**src/rtl/spdif_tx_pkg.sv**
```systemverilog
package spdif_tx_pkg;

    localparam int SAMPLE_W    = 16;
    localparam int SLOT_COUNT  = 32;
    localparam int PRE_HALVES  = 8;
    localparam int FIRST_DATA  = 4;
    localparam int SAMPLE_LO   = 12;
    localparam int SAMPLE_HI   = SAMPLE_LO + SAMPLE_W - 1;
    localparam int SLOT_V      = 28;
    localparam int SLOT_U      = 29;
    localparam int SLOT_C      = 30;
    localparam int SLOT_P      = 31;

    typedef enum logic [1:0] {
        ST_IDLE,
        ST_PREAMBLE,
        ST_CELL_LEAD,
        ST_CELL_TRAIL
    } tx_state_t;

    typedef enum logic [1:0] {
        PRE_BLOCK,
        PRE_LEFT,
        PRE_RIGHT
    } pre_kind_t;

    // Preamble half-cell pattern for a given kind; complemented when the
    // line sits high so the first half-cell always toggles the line.
    function automatic logic [7:0] preamble_code(pre_kind_t kind, logic level);
        logic [7:0] base;
        unique case (kind)
            PRE_BLOCK: base = 8'b1110_1000;
            PRE_LEFT:  base = 8'b1110_0010;
            default:   base = 8'b1110_0100;
        endcase
        return level ? ~base : base;
    endfunction

endpackage

```
**src/rtl/spdif_cell_timer.sv**
```systemverilog
module spdif_cell_timer #(
    parameter int HALF_DIV = 2
) (
    input  logic clk,
    input  logic rst_n,
    output logic cell_tick
);
    localparam int CW = (HALF_DIV > 1) ? $clog2(HALF_DIV) : 1;

    logic [CW-1:0] cnt_q;

    generate
        if (HALF_DIV == 1) begin : g_every
            assign cell_tick = rst_n;
            always_ff @(posedge clk) cnt_q <= '0;
        end else begin : g_div
            assign cell_tick = (cnt_q == CW'(HALF_DIV - 1));
            always_ff @(posedge clk) begin
                if (!rst_n || cell_tick) cnt_q <= '0;
                else                     cnt_q <= cnt_q + 1'b1;
            end
        end
    endgenerate
endmodule

```
**src/rtl/spdif_pair_buffer.sv**
```systemverilog
module spdif_pair_buffer #(
    parameter int W = 16
) (
    input  logic         clk,
    input  logic         rst_n,
    input  logic         in_valid,
    output logic         in_ready,
    input  logic [W-1:0] in_left,
    input  logic [W-1:0] in_right,
    input  logic         take,
    output logic         full,
    output logic [W-1:0] held_left,
    output logic [W-1:0] held_right
);
    assign in_ready = !full;

    always_ff @(posedge clk) begin
        if (!rst_n) begin
            full       <= 1'b0;
            held_left  <= '0;
            held_right <= '0;
        end else if (in_valid && in_ready) begin
            full       <= 1'b1;
            held_left  <= in_left;
            held_right <= in_right;
        end else if (take) begin
            full <= 1'b0;
        end
    end
endmodule

```
**src/rtl/spdif_subframe_builder.sv**
```systemverilog
module spdif_subframe_builder
    import spdif_tx_pkg::*;
#(
    parameter int BLOCK_FRAMES = 192,
    parameter int FW           = $clog2(BLOCK_FRAMES)
) (
    input  logic                    channel,
    input  logic [FW-1:0]           frame_idx,
    input  logic [SAMPLE_W-1:0]     sample,
    input  logic                    force_v,
    input  logic                    cfg_override,
    input  logic [1:0]              cfg_vbit,
    input  logic [1:0]              cfg_ubit,
    input  logic [BLOCK_FRAMES-1:0] chan_status,
    input  logic                    line_level,
    output logic [SLOT_COUNT-1:0]   word,
    output logic [7:0]              pre_code
);
    pre_kind_t kind;

    always_comb begin
        if (channel)              kind = PRE_RIGHT;
        else if (frame_idx == '0) kind = PRE_BLOCK;
        else                      kind = PRE_LEFT;
        pre_code = preamble_code(kind, line_level);
    end

    always_comb begin
        word = '0;
        word[SAMPLE_HI:SAMPLE_LO] = sample;
        word[SLOT_V] = force_v || !cfg_override || cfg_vbit[channel];
        word[SLOT_U] = cfg_override && cfg_ubit[channel];
        word[SLOT_C] = chan_status[frame_idx];
        word[SLOT_P] = ^word[SLOT_C:FIRST_DATA];
    end
endmodule

```
**src/rtl/spdif_tx.sv**
```systemverilog
module spdif_tx
    import spdif_tx_pkg::*;
#(
    parameter int HALF_DIV     = 2,
    parameter int BLOCK_FRAMES = 192
) (
    input  logic                    clk,
    input  logic                    rst_n,
    input  logic                    pcm_valid,
    output logic                    pcm_ready,
    input  logic [15:0]             pcm_left,
    input  logic [15:0]             pcm_right,
    input  logic                    cfg_override,
    input  logic [1:0]              cfg_vbit,
    input  logic [1:0]              cfg_ubit,
    input  logic [BLOCK_FRAMES-1:0] chan_status,
    output logic                    spdif_out,
    output logic                    underrun
);
    localparam int FW        = $clog2(BLOCK_FRAMES);
    localparam int SW        = $clog2(SLOT_COUNT);
    localparam int HW        = $clog2(PRE_HALVES);
    localparam logic [SW-1:0] LAST_SLOT = SW'(SLOT_COUNT - 1);
    localparam logic [HW-1:0] LAST_HALF = HW'(PRE_HALVES - 1);
    localparam logic [FW-1:0] LAST_FRM  = FW'(BLOCK_FRAMES - 1);

    tx_state_t state_q, state_d;

    logic                  cell_tick;
    logic                  buf_full, take;
    logic [SAMPLE_W-1:0]   held_l, held_r;
    logic [SAMPLE_W-1:0]   act_l, act_r;
    logic                  sub_q;
    logic [FW-1:0]         frame_q;
    logic [SW-1:0]         slot_q;
    logic [HW-1:0]         half_q;
    logic [SLOT_COUNT-1:0] word_q;
    logic [7:0]            pre_sh;
    logic                  line_q, underrun_q;

    logic                  boundary, starting_frame, next_ch, force_v;
    logic [FW-1:0]         next_frame;
    logic [SAMPLE_W-1:0]   next_sample;
    logic [SLOT_COUNT-1:0] bld_word;
    logic [7:0]            bld_pre;

    spdif_cell_timer #(.HALF_DIV(HALF_DIV)) u_timer (
        .clk       (clk),
        .rst_n     (rst_n),
        .cell_tick (cell_tick)
    );

    spdif_pair_buffer #(.W(SAMPLE_W)) u_buf (
        .clk        (clk),
        .rst_n      (rst_n),
        .in_valid   (pcm_valid),
        .in_ready   (pcm_ready),
        .in_left    (pcm_left),
        .in_right   (pcm_right),
        .take       (take),
        .full       (buf_full),
        .held_left  (held_l),
        .held_right (held_r)
    );

    // Subframe boundary: leaving idle or finishing the last data slot.
    assign boundary = cell_tick &&
                      ((state_q == ST_IDLE) ||
                       (state_q == ST_CELL_TRAIL && slot_q == LAST_SLOT));
    assign next_ch        = (state_q == ST_IDLE) ? 1'b0 : !sub_q;
    assign starting_frame = boundary && !next_ch;
    assign take           = starting_frame && buf_full;

    always_comb begin
        if (state_q == ST_IDLE)   next_frame = '0;
        else if (!sub_q)          next_frame = frame_q;
        else if (frame_q == LAST_FRM) next_frame = '0;
        else                      next_frame = frame_q + 1'b1;
    end

    always_comb begin
        if (next_ch) begin
            next_sample = act_r;
            force_v     = underrun_q;
        end else begin
            next_sample = buf_full ? held_l : act_l;
            force_v     = !buf_full;
        end
    end

    spdif_subframe_builder #(.BLOCK_FRAMES(BLOCK_FRAMES), .FW(FW)) u_build (
        .channel      (next_ch),
        .frame_idx    (next_frame),
        .sample       (next_sample),
        .force_v      (force_v),
        .cfg_override (cfg_override),
        .cfg_vbit     (cfg_vbit),
        .cfg_ubit     (cfg_ubit),
        .chan_status  (chan_status),
        .line_level   (line_q),
        .word         (bld_word),
        .pre_code     (bld_pre)
    );

    // State register
    always_ff @(posedge clk) begin
        if (!rst_n) state_q <= ST_IDLE;
        else        state_q <= state_d;
    end

    // Next-state logic
    always_comb begin
        state_d = state_q;
        unique case (state_q)
            ST_IDLE:       if (cell_tick) state_d = ST_PREAMBLE;
            ST_PREAMBLE:   if (cell_tick && half_q == LAST_HALF) state_d = ST_CELL_LEAD;
            ST_CELL_LEAD:  if (cell_tick) state_d = ST_CELL_TRAIL;
            ST_CELL_TRAIL: if (cell_tick)
                               state_d = (slot_q == LAST_SLOT) ? ST_PREAMBLE : ST_CELL_LEAD;
            default:       state_d = ST_IDLE;
        endcase
    end

    // Line, subframe and sample registers
    always_ff @(posedge clk) begin
        if (!rst_n) begin
            line_q     <= 1'b0;
            pre_sh     <= '0;
            word_q     <= '0;
            half_q     <= '0;
            slot_q     <= '0;
            sub_q      <= 1'b0;
            frame_q    <= '0;
            act_l      <= '0;
            act_r      <= '0;
            underrun_q <= 1'b0;
        end else begin
            if (boundary) begin
                line_q  <= bld_pre[7];
                pre_sh  <= {bld_pre[6:0], 1'b0};
                word_q  <= bld_word;
                half_q  <= '0;
                sub_q   <= next_ch;
                frame_q <= next_frame;
            end else if (cell_tick) begin
                unique case (state_q)
                    ST_PREAMBLE: begin
                        if (half_q == LAST_HALF) begin
                            line_q <= !line_q;
                            slot_q <= SW'(FIRST_DATA);
                        end else begin
                            line_q <= pre_sh[7];
                            pre_sh <= {pre_sh[6:0], 1'b0};
                            half_q <= half_q + 1'b1;
                        end
                    end
                    ST_CELL_LEAD: begin
                        if (word_q[slot_q]) line_q <= !line_q;
                    end
                    ST_CELL_TRAIL: begin
                        slot_q <= slot_q + 1'b1;
                        line_q <= !line_q;
                    end
                    default: ;
                endcase
            end
            if (starting_frame) begin
                if (buf_full) begin
                    act_l      <= held_l;
                    act_r      <= held_r;
                    underrun_q <= 1'b0;
                end else begin
                    underrun_q <= 1'b1;
                end
            end
        end
    end

    assign spdif_out = line_q;
    assign underrun  = underrun_q;

endmodule

```
**config.mk**
```make
export PLATFORM = sky130hd
export DESIGN_NAME = spdif_tx
export DESIGN_NICKNAME = d
export VERILOG_FILES = /design/src/rtl/spdif_tx_pkg.sv /design/src/rtl/spdif_cell_timer.sv /design/src/rtl/spdif_pair_buffer.sv /design/src/rtl/spdif_subframe_builder.sv /design/src/rtl/spdif_tx.sv
export SDC_FILE = /design/constraint.sdc
export NUM_CORES = 1
export LEC_CHECK = 0
export ABC_AREA = 1
export ABC_CLOCK_PERIOD_IN_PS = 3000
export BUFFER_PORTS_ARGS = -buffer_cell sky130_fd_sc_hd__buf_2
export CELL_PAD_IN_SITES_DETAIL_PLACEMENT = 1
export CELL_PAD_IN_SITES_GLOBAL_PLACEMENT = 1
export CORE_MARGIN = 1.5
export CORE_UTILIZATION = 33
export DETAILED_ROUTE_END_ITERATION = 7
export GPL_ROUTABILITY_DRIVEN = 0
export GPL_TIMING_DRIVEN = 0
export PLACE_DENSITY = 0.9
export SLEW_MARGIN = 20
export SYNTH_ARGS = -nofsm -noshare
export SYNTH_HDL_FRONTEND = slang
export SYNTH_HIERARCHICAL = 1
export SYNTH_SLANG_ARGS = --single-unit
```
**constraint.sdc**
```tcl
create_clock -name clk -period 3 [get_ports clk]
set_input_delay 0.15 -clock clk [delete_from_list [all_inputs] [get_ports clk]]
set_output_delay 0.15 -clock clk [all_outputs]
set_load 0.05 [all_outputs]
```
==> results_dict.tcl, run 1 <==
set metrics [dict create \
    crit_buf_inv 5 \
    vdd_drop_max_mv 0.5825 \
    clock_sinks 126 \
    finalSetupViolations 1 \
    wl_microns 39500 \
    async_flop_share_pct 0 \
    ys_types 38 \
    rr_worst_depth 26 \
    path_class "flop to flop" \
    slew_headroom_pct 57.66 \
    postLayoutCellArea_sq_mm 0.01177 \
    status "complete, but fails checks" \
    drt_iter0_markers 869 \
    grt_util_all_layers_pct 24.94 \
    antenna_found_initial 2 \
    yosys-top-cells-area "dfxtp_1, nand2_1, nand3_1" \
    cp_slowest_cell "dfxtp_4" \
    cts_tree "built" \
    finalCritPeriodShare_pct 103.2 \
    arrival_ns 3.39 \
    synth_top_flop_cell "dfxtp_1" \
    synth_area_leader_cell "dfxtp_1" \
    powerDensity_mw_per_mm2 750.2 \
    layout_setup_ws_ns -0.09480 \
    area.growth.synth_to_final_pct 34.40 \
    finalMaxSlewViolations 0 \
    vias_per_cell 5.273 \
    place_worst_setup_slack_ns -0.8241 \
    drc_errors 0 \
    synth_top_area_share_pct 28.80 \
    routed-via-count 11220 \
    rows 59 \
    worstSetupStartpointType "flop" \
    min_period_ns 3.095 \
    ff2ff_setup_slack_ns -0.09 \
    core_area_sq_mm 0.02606 \
    place_area_sq_mm 0.01039 \
    avgSynthCellArea_sq_um 5.862 \
    die_y_microns 165.9 \
    path_common_cell "nand2_1" \
    cts-root-buf "clkbuf_16" \
    max_cap_viol_count 0 \
    finClkSkew_ns 0.01053 \
    die_area_sq_mm 0.02753 \
    endpoint "word_q[31]$_SDFFE_PN0P_" \
    utilization_pct 45.17 \
    synth_most_common_cell "nand2_1" \
    clk_pin_slew_ns 0.06 \
    drt_first_pass_iters 5 \
    path_depth 26 \
    start_util_pct 33.61 \
    insertion_delay_ns 0.43 \
    cp_top_family "simple AND/OR/NAND/NOR gates" \
    crit_path_max_incr_delay_ns 0.38 \
    syn_area_sq_mm 0.008758 \
    r2r-end "word_q[31]$_SDFFE_PN0P_" \
    fmax_mhz 323.1 \
    rsz0062_at_grt "yes" \
    layout.nets 2019 \
    fin_tns_setup_ns -0.09480 \
    yosysWarningCount 6 \
    routedWlPerCell_microns 18.57 \
    crit_path_end_kind "flop" \
    grt_start_max_net_pins 17 \
    port_buffers 233 \
    crit_required_ns 3.30 \
    yosysSeqAreaShare_pct 28.80 \
    numCtsBuffers 17 \
    violations "negative setup slack" \
    io-pin-count 235 \
    grt_pass1_wl_microns 55840 \
    drive_above_1_share_pct 25.70 \
    r2r_start "frame_q[1]$_SDFFE_PN0P_" \
    hold_viol_final 0 \
    hold_ws_ns 0.02998 \
    cts_max_path_buffers 2 \
    dp_hpwl_microns 26130 \
    synth-edff-count 0 \
    die-width_microns 165.9 \
    synthCells 1494 \
    tightest_slew_ns 0.6351 \
    grt_pass1_vias 11200 \
    path_max_fanout 5 \
    ant_nets 0 \
    h-tree-depth 4 \
    globalRouteOverflowTotal 0 \
    synthTopCellsByCount "nand2_1, inv_1, nor2_1" \
    leakagePower_uw 0.006088 \
    hold_path.class "input pin to flop" \
    ys_seq_elements 126 \
    critPathLaunch "frame_q[1]$_SDFFE_PN0P_" \
]
how the worst min path moves through the flow:
stage                                 from                          endpoint  slack, ns  cells past startpoint
floorplan                            rst_n      u_timer/cell_tick$_SDFF_PP0_       0.26                      2
global placement    act_l[10]$_SDFFE_PN0P_            act_l[10]$_SDFFE_PN0P_       0.43                      2
detailed placement   act_r[6]$_SDFFE_PN0P_             act_r[6]$_SDFFE_PN0P_       0.45                      2
CTS                           pcm_left[13]  u_buf/held_left[13]$_SDFFE_PN0P_       0.02                      5
global route                  pcm_left[13]  u_buf/held_left[13]$_SDFFE_PN0P_       0.05                      5
finish                        pcm_left[13]  u_buf/held_left[13]$_SDFFE_PN0P_       0.03                      5
logic make-up (layout without fill, tap and decap cells):
| kind of cell | after synthesis | in the layout | share of synthesized area (%) |
|---|---|---|---|
| flops | 126 | 126 | 28.80 |
| simple gates | 804 | 804 | 38.16 |
| compound gates | 190 | 190 | 11.81 |
| fa+ha+maj | 10 | 10 | 1.429 |
| xor+xnor | 23 | 23 | 2.300 |
| other cells | 1 | 14 | 0.04282 |
| buf+inv | 340 | 625 | 17.46 |
metal layers:
| layer | vias to the layer above | wire length, microns | track usage (%) |
|---|---|---|---|
| met3 | 141 | 2418 | 4.004 |
| met4 | 0 | 1701 | 9.557 |
| met2 | 526 | 20110 | 46.83 |
| li1 | 5192 | - | - |
| met1 | 5356 | 15270 | 27.99 |
| met5 | - | 0 | 0 |
placed cells by master (no fill, tap or decap), types with 11 or more instances in the layout:
| cell | count |
|---|---|
| a21oi_1 | 26 |
| a31oi_1 | 18 |
| buf_2 | 245 |
| buf_4 | 49 |
| buf_6 | 11 |
| clkbuf_1 | 21 |
| clkbuf_16 | 27 |
| clkbuf_2 | 11 |
| conb_1 | 12 |
| dfxtp_1 | 120 |
| inv_1 | 210 |
| inv_2 | 15 |
| nand2_1 | 395 |
| nand2_2 | 13 |
| nand3_1 | 175 |
| nor2_1 | 171 |
| nor2_2 | 13 |
| o21ai_0 | 96 |
| o21ai_1 | 21 |
| xnor2_1 | 11 |
sequential cells by signal, summed over array words and instances (netlist names):
register / count
half_q: 3
slot_q: 5
state_q: 2
sub_q: 1
u_buf/full: 1
word_q: 32
u_timer/cell_tick: 1
u_buf/held_left: 16
frame_q: 8
act_r: 16
underrun: 1
u_buf/held_right: 16
spdif_out: 1
act_l: 16
pre_sh: 7
tightest hold or removal path: cells and delay by family:
family | cells | cell delay [ns]
buffers and inverters | 2 | 0.11
and+or+nand+nor | 3 | 0.16
power breakdown:
group / total (uW) / leakage (uW) / switching, uW / internal, uW
Sequential: 2090 / 0.00103 / 154 / 1930
Clock: 2040 / 0.000272 / 825 / 1210
Combinational: 4710 / 0.00478 / 2890 / 1820
area by class of cell:
type,count,area (sq um)
repair buffers,253,1504
multi-input cells,1039,5019
clock inverters,11,108.9
well taps,335,419.2
inverters,228,870.8
clock buffers,21,470.5
plain buffers,112,842.1
fillers,3566,14290
flip-flops and latches,126,2532
diodes,2,5.005
per-stage QoR:
step	total power [uW]	std cells
final	8831	2127
after global routing	9273	2127
after CTS	8190	2109
after detailed placement	5927	2073
after global placement	5746	2073
after floorplan	4819	1505
repair_timing:
| action | CTS | global route |
|---|---|---|
| endpoints found under the hold margin | 0 | 0 |
| pin swaps | 5 | 39 |
| buffers inserted | 4 | 6 |
| hold buffers | 0 | 0 |
| setup endpoints to repair | 4 | 4 |
| resized for setup | 41 | 117 |
| gates cloned | 0 | 10 |
Power figures use the tool's default switching activity.
==> run 2, diff against run 1 <==
Settings changed: CORE_ASPECT_RATIO set to 2.
==> run 2 against run 1 <==
The run now ends clean; register-to-register slack better by 0.21 ns; die area increased by 0.22%; combinational power is 9.8% lower; design area down 2.8%; sequential cell count unchanged; wire length shrank 5.7%; sequential share of layout area is 0.67 points higher; clock power up 9%; highest routed layer unchanged; sequential power barely moved; core utilization is 1.4 points lower; fmax up 7.4%; first-iteration DRC count is 58% lower.
==> results_dict.tcl, run 2 (synthesis results as in run 1) <==
set metrics [dict create \
    antenna_found_initial 0 \
    min-delay-start "pcm_left[15]" \
    grt_start_max_net_pins 17 \
    final_cell_mix "nand2_1, buf_2, inv_1" \
    drive_above_1_share_pct 24.16 \
    r2r_start "frame_q[0]$_SDFFE_PN0P_" \
    finalCritPeriodShare_pct 96.05 \
    ff2ff_setup_slack_ns 0.12 \
    crit_path_end_kind "flop" \
    cp_top_family "simple AND/OR/NAND/NOR gates" \
    hold_viol_final 0 \
    top_register "word_q" \
    slew_headroom_pct 56.63 \
    path_max_fanout 10 \
    rsz0062_at_grt "yes" \
    hold_path.class "input pin to flop" \
    min_period_ns 2.881 \
    finClkSkew_ns 0.008749 \
    h-tree-depth 4 \
    grt_util_all_layers_pct 26.18 \
    io-pin-count 235 \
    power.total_uw 8560 \
    ctsHoldBuffers 0 \
    max_cap_viol_count 0 \
    vdd_drop_max_mv 0.5007 \
    fin_tns_setup_ns 0 \
    finalMaxSlewViolations 0 \
    path_common_cell "nand2_1" \
    crit_path_max_incr_delay_ns 0.36 \
    grt_pass1_wl_microns 56640 \
    rows 84 \
    layout_commonest_cell "nand2_1" \
    worstSetupStartpointType "flop" \
    arrival_ns 3.24 \
    final-instance-count-excl-fill 2120 \
    cts_tree "built" \
    status "finished, final reports clean" \
    core_area_sq_mm 0.02617 \
    clk_pin_slew_ns 0.06 \
    powerDensity_mw_per_mm2 747.8 \
    r2r-end "word_q[31]$_SDFFE_PN0P_" \
    area.growth.synth_to_final_pct 30.69 \
    port_buffers 233 \
    die_y_microns 233.4 \
    die_area_sq_mm 0.02759 \
    crit_required_ns 3.36 \
    leakagePower_uw 0.005958 \
    ant_nets 0 \
    vias_per_cell 5.078 \
    rr_worst_depth 27 \
    crit_buf_inv 6 \
    die-width_microns 118.2 \
    path_class "flop to flop" \
    n_antenna_cell 0 \
    cts-root-buf "clkbuf_16" \
    insertion_delay_ns 0.43 \
    finalSetupViolations 0 \
    start_util_pct 33.47 \
    min_to "u_buf/held_left[15]$_SDFFE_PN0P_" \
    grt_pass1_vias 11550 \
    routed-via-count 10770 \
    globalRouteOverflowTotal 0 \
    clock_sinks 126 \
    tightest_slew_ns 0.6505 \
    wl_microns 37250 \
    cts_max_path_buffers 2 \
    cp_slowest_cell "dfxtp_2" \
    numCtsBuffers 17 \
    largest_reg_flops 32 \
    layout.nets 2005 \
    post-place-cells 2082 \
    dp_hpwl_microns 28710 \
    drt_first_pass_iters 4 \
    fmax_mhz 347.1 \
    hold_path_depth 5 \
    drt_iter0_markers 365 \
    drc_errors 0 \
    routedWlPerCell_microns 17.57 \
    fill_cells 3614 \
]
## run 2: layer usage
layer / wire length (microns) / global-route usage [%]
met2: 20620 / 52.93
met3: 1712 / 3.857
met5: 0 / 0
met1: 11240 / 20.39
met4: 3676 / 25.08
## run 2: layout make-up
cell class	instances	area [sq um]	area share [%]
tap	344	430.4	3.760
clock inverter	14	191.4	1.672
multi-input combinational	1039	4957	43.31
sequential	126	2539	22.18
timing repair buffer	239	1229	10.73
inverter	228	860.8	7.521
buffer	112	799.5	6.985
clock buffer	18	439.2	3.837
## run 2: worst max path at each step
stage	start	endpoint	slack, ns	depth (start not counted)
2_1_floorplan	state_q[0]$_SDFFE_PN0P_	word_q[31]$_SDFFE_PN0P_	0.16	19
3_3_place_gp	state_q[0]$_SDFFE_PN0P_	word_q[31]$_SDFFE_PN0P_	-0.68	19
3_5_place_dp	state_q[0]$_SDFFE_PN0P_	word_q[31]$_SDFFE_PN0P_	-0.82	19
4_1_cts	frame_q[1]$_SDFFE_PN0P_	word_q[31]$_SDFFE_PN0P_	-0.09	24
5_1_grt	frame_q[0]$_SDFFE_PN0P_	word_q[31]$_SDFFE_PN0P_	-0.14	26
6_report	frame_q[0]$_SDFFE_PN0P_	word_q[31]$_SDFFE_PN0P_	0.12	27
## run 2: worst min-delay path, stage by stage
cell,delay [ns]
buf_2,0.07
inv_1,0.03
nand3_1,0.05
nand2_1,0.04
nor2_1,0.07
## run 2: per-stage QoR
stage                     setup slack [ns]  cell area (sq um)  hold slack (ns)  util, %
after floorplan                     0.1600               8800           0.2644        -
after global placement             -0.6792              10400           0.4330    39.73
after detailed placement           -0.8247              10400           0.4424    39.73
after CTS                         -0.08702              11260          0.01424    43.01
after global routing               -0.1351              11450          0.04865    43.74
final                               0.1186              11450          0.02548    43.74
## run 2: timing repair
item	in CTS	in global routing
cloned	0	2
buffers inserted	4	0
gates resized for setup	64	62
pin swaps	12	11
setup endpoints to repair	4	9
## run 2: where the power goes
part	internal [uW]	switching (uW)
clock	1410	809
sequential	1940	148
combinational	1630	2620
==> run 3, diff against run 2 <==
Settings changed: CELL_PAD_IN_SITES_DETAIL_PLACEMENT 1 to 0, SLEW_MARGIN 20 to unset.
==> run 3 against run 2 <==
Die area unchanged; critical path depth down 1; combinational power down 6.6%; clock power down 2%; clock skew about the same; register-to-register slack better by 0.05 ns; design area down 0.28%; worst hold slack better by 0.00056 ns; sequential power about the same; largest power group unchanged.
==> results_dict.tcl, run 3 (synthesis results as in run 1) <==
set metrics [dict create \
    status "finished, final reports clean" \
    max_cap_viol_count 0 \
    fmax_mhz 353.7 \
    clock_sinks 126 \
    routed-via-count 10020 \
    ant_nets 0 \
    largest_reg_flops 32 \
    place_worst_setup_slack_ns -0.6979 \
    hold_ws_ns 0.02604 \
    grt_start_max_net_pins 17 \
    path_class "flop to flop" \
    crit_path_end_kind "flop" \
    fill_cells 2801 \
    r2r_start "frame_q[0]$_SDFFE_PN0P_" \
    area.growth.synth_to_final_pct 30.31 \
    finalSetupViolations 0 \
    antenna_found_initial 0 \
    wl_microns 31200 \
    arrival_ns 3.12 \
    grt_pass1_vias 9785 \
    grt_util_all_layers_pct 22.09 \
    io-pin-count 235 \
    path_max_fanout 10 \
    insertion_delay_ns 0.42 \
    port_buffers 233 \
    finalMaxSlewViolations 0 \
    ff2ff_setup_slack_ns 0.17 \
    layout_commonest_cell "nand2_1" \
    hold_path.class "input pin to flop" \
    cts-root-buf "clkbuf_16" \
    finalCritPeriodShare_pct 94.25 \
    crit_required_ns 3.29 \
    hold_path_depth 5 \
    core_area_sq_mm 0.02617 \
    drt_iter0_markers 581 \
    dp_hpwl_microns 25300 \
    vdd_drop_max_mv 0.4772 \
    cts_max_path_buffers 2 \
    routedWlPerCell_microns 14.72 \
    drt_first_pass_iters 5 \
    regArea_sq_mm 0.002539 \
    n_antenna_cell 0 \
    die_area_sq_mm 0.02759 \
    numCtsBuffers 17 \
    vias_per_cell 4.725 \
    start_util_pct 33.47 \
    rr_worst_depth 26 \
    globalRouteOverflowTotal 0 \
    rows 84 \
    die-width_microns 118.2 \
    clk_pin_slew_ns 0.06 \
    drc_errors 0 \
    min-delay-start "pcm_left[13]" \
    min_period_ns 2.827 \
    layout_setup_ws_ns 0.1726 \
    finClkSkew_ns 0.009059 \
    multi_input_area_sq_mm 0.004942 \
    hold_viol_final 0 \
    tightest_slew_ns 0.6462 \
    h-tree-depth 4 \
    worstSetupStartpointType "flop" \
    grt_pass1_wl_microns 47760 \
    powerDensity_mw_per_mm2 719.9 \
    critPathLaunch "frame_q[0]$_SDFFE_PN0P_" \
    drive_above_1_share_pct 24.04 \
    power.total_uw 8216 \
    layout.nets 2005 \
    slew_headroom_pct 56.47 \
    leakagePower_uw 0.005939 \
    cts_tree "built" \
    top_register "word_q" \
    final_cell_mix "nand2_1, buf_2, inv_1" \
    die_y_microns 233.4 \
    ctsHoldBuffers 0 \
]
## run 3: power by group
group | total (uW) | internal [uW] | switching (uW)
clock network | 2180 | 1390 | 785
logic | 3970 | 1600 | 2370
registers | 2070 | 1940 | 132
total | 8220 | 4930 | 3290
## run 3: worst paths after layout
check,endpoint
max,word_q[31]$_SDFFE_PN0P_
min,u_buf/held_left[13]$_SDFFE_PN0P_
max reg2reg,word_q[31]$_SDFFE_PN0P_
min reg2reg,act_r[6]$_SDFFE_PN0P_
## run 3: layout make-up
class | instances | share of cell area, %
timing repair buffer | 239 | 10.77
clock buffer | 19 | 3.793
clock inverter | 13 | 1.655
tap | 344 | 3.771
multi-input combinational | 1039 | 43.30
inverter | 228 | 7.542
sequential | 126 | 22.24
buffer | 112 | 6.928
## run 3: routing by layer
layer / GRT usage [%] / share of wire, % / vias to the layer above
li1: - / - / 5148
met1: 18.20 / 32 / 4335
met2: 45.53 / 55 / 416
met3: 2.783 / 5.1 / 119
met4: 17.57 / 8.0 / 0
met5: 0 / 0 / -
## run 3: stage by stage
step	util [%]	TNS (ns)	cells	instance area, sq um
after floorplan	-	0	1505	8800
after global placement	39.73	-1.197	2082	10400
after detailed placement	39.73	-1.309	2082	10400
after CTS	42.76	-0.06782	2116	11190
after global routing	43.61	-0.02426	2120	11410
final	43.61	0	2120	11410
## run 3: worst max-delay path, stage by stage, from the launching register on
cell     delay, ns
dfxtp_4       0.37
ha_4          0.15
nand3_4       0.09
nor3_4        0.17
nand4_1       0.12
nand2_2       0.10
inv_2         0.05
nand2_2       0.06
inv_2         0.06
buf_8         0.15
buf_6         0.15
nand2_1       0.06
nand2_1       0.05
nand2_1       0.07
nand2_2       0.08
nand2_1       0.08
nand2_1       0.07
nor2_1        0.14
nand2_1       0.08
nand3_2       0.09
nand2_1       0.06
nand2_1       0.10
nand3_2       0.09
nand2_1       0.06
nand2_1       0.05
nand3_1       0.07
o21ai_0       0.08
## run 3: repair_timing
item,in CTS,in global routing
endpoints found under the setup margin,4,4
gates resized for setup,48,71
gates cloned,0,1
pin swaps,6,12
buffers inserted,2,3
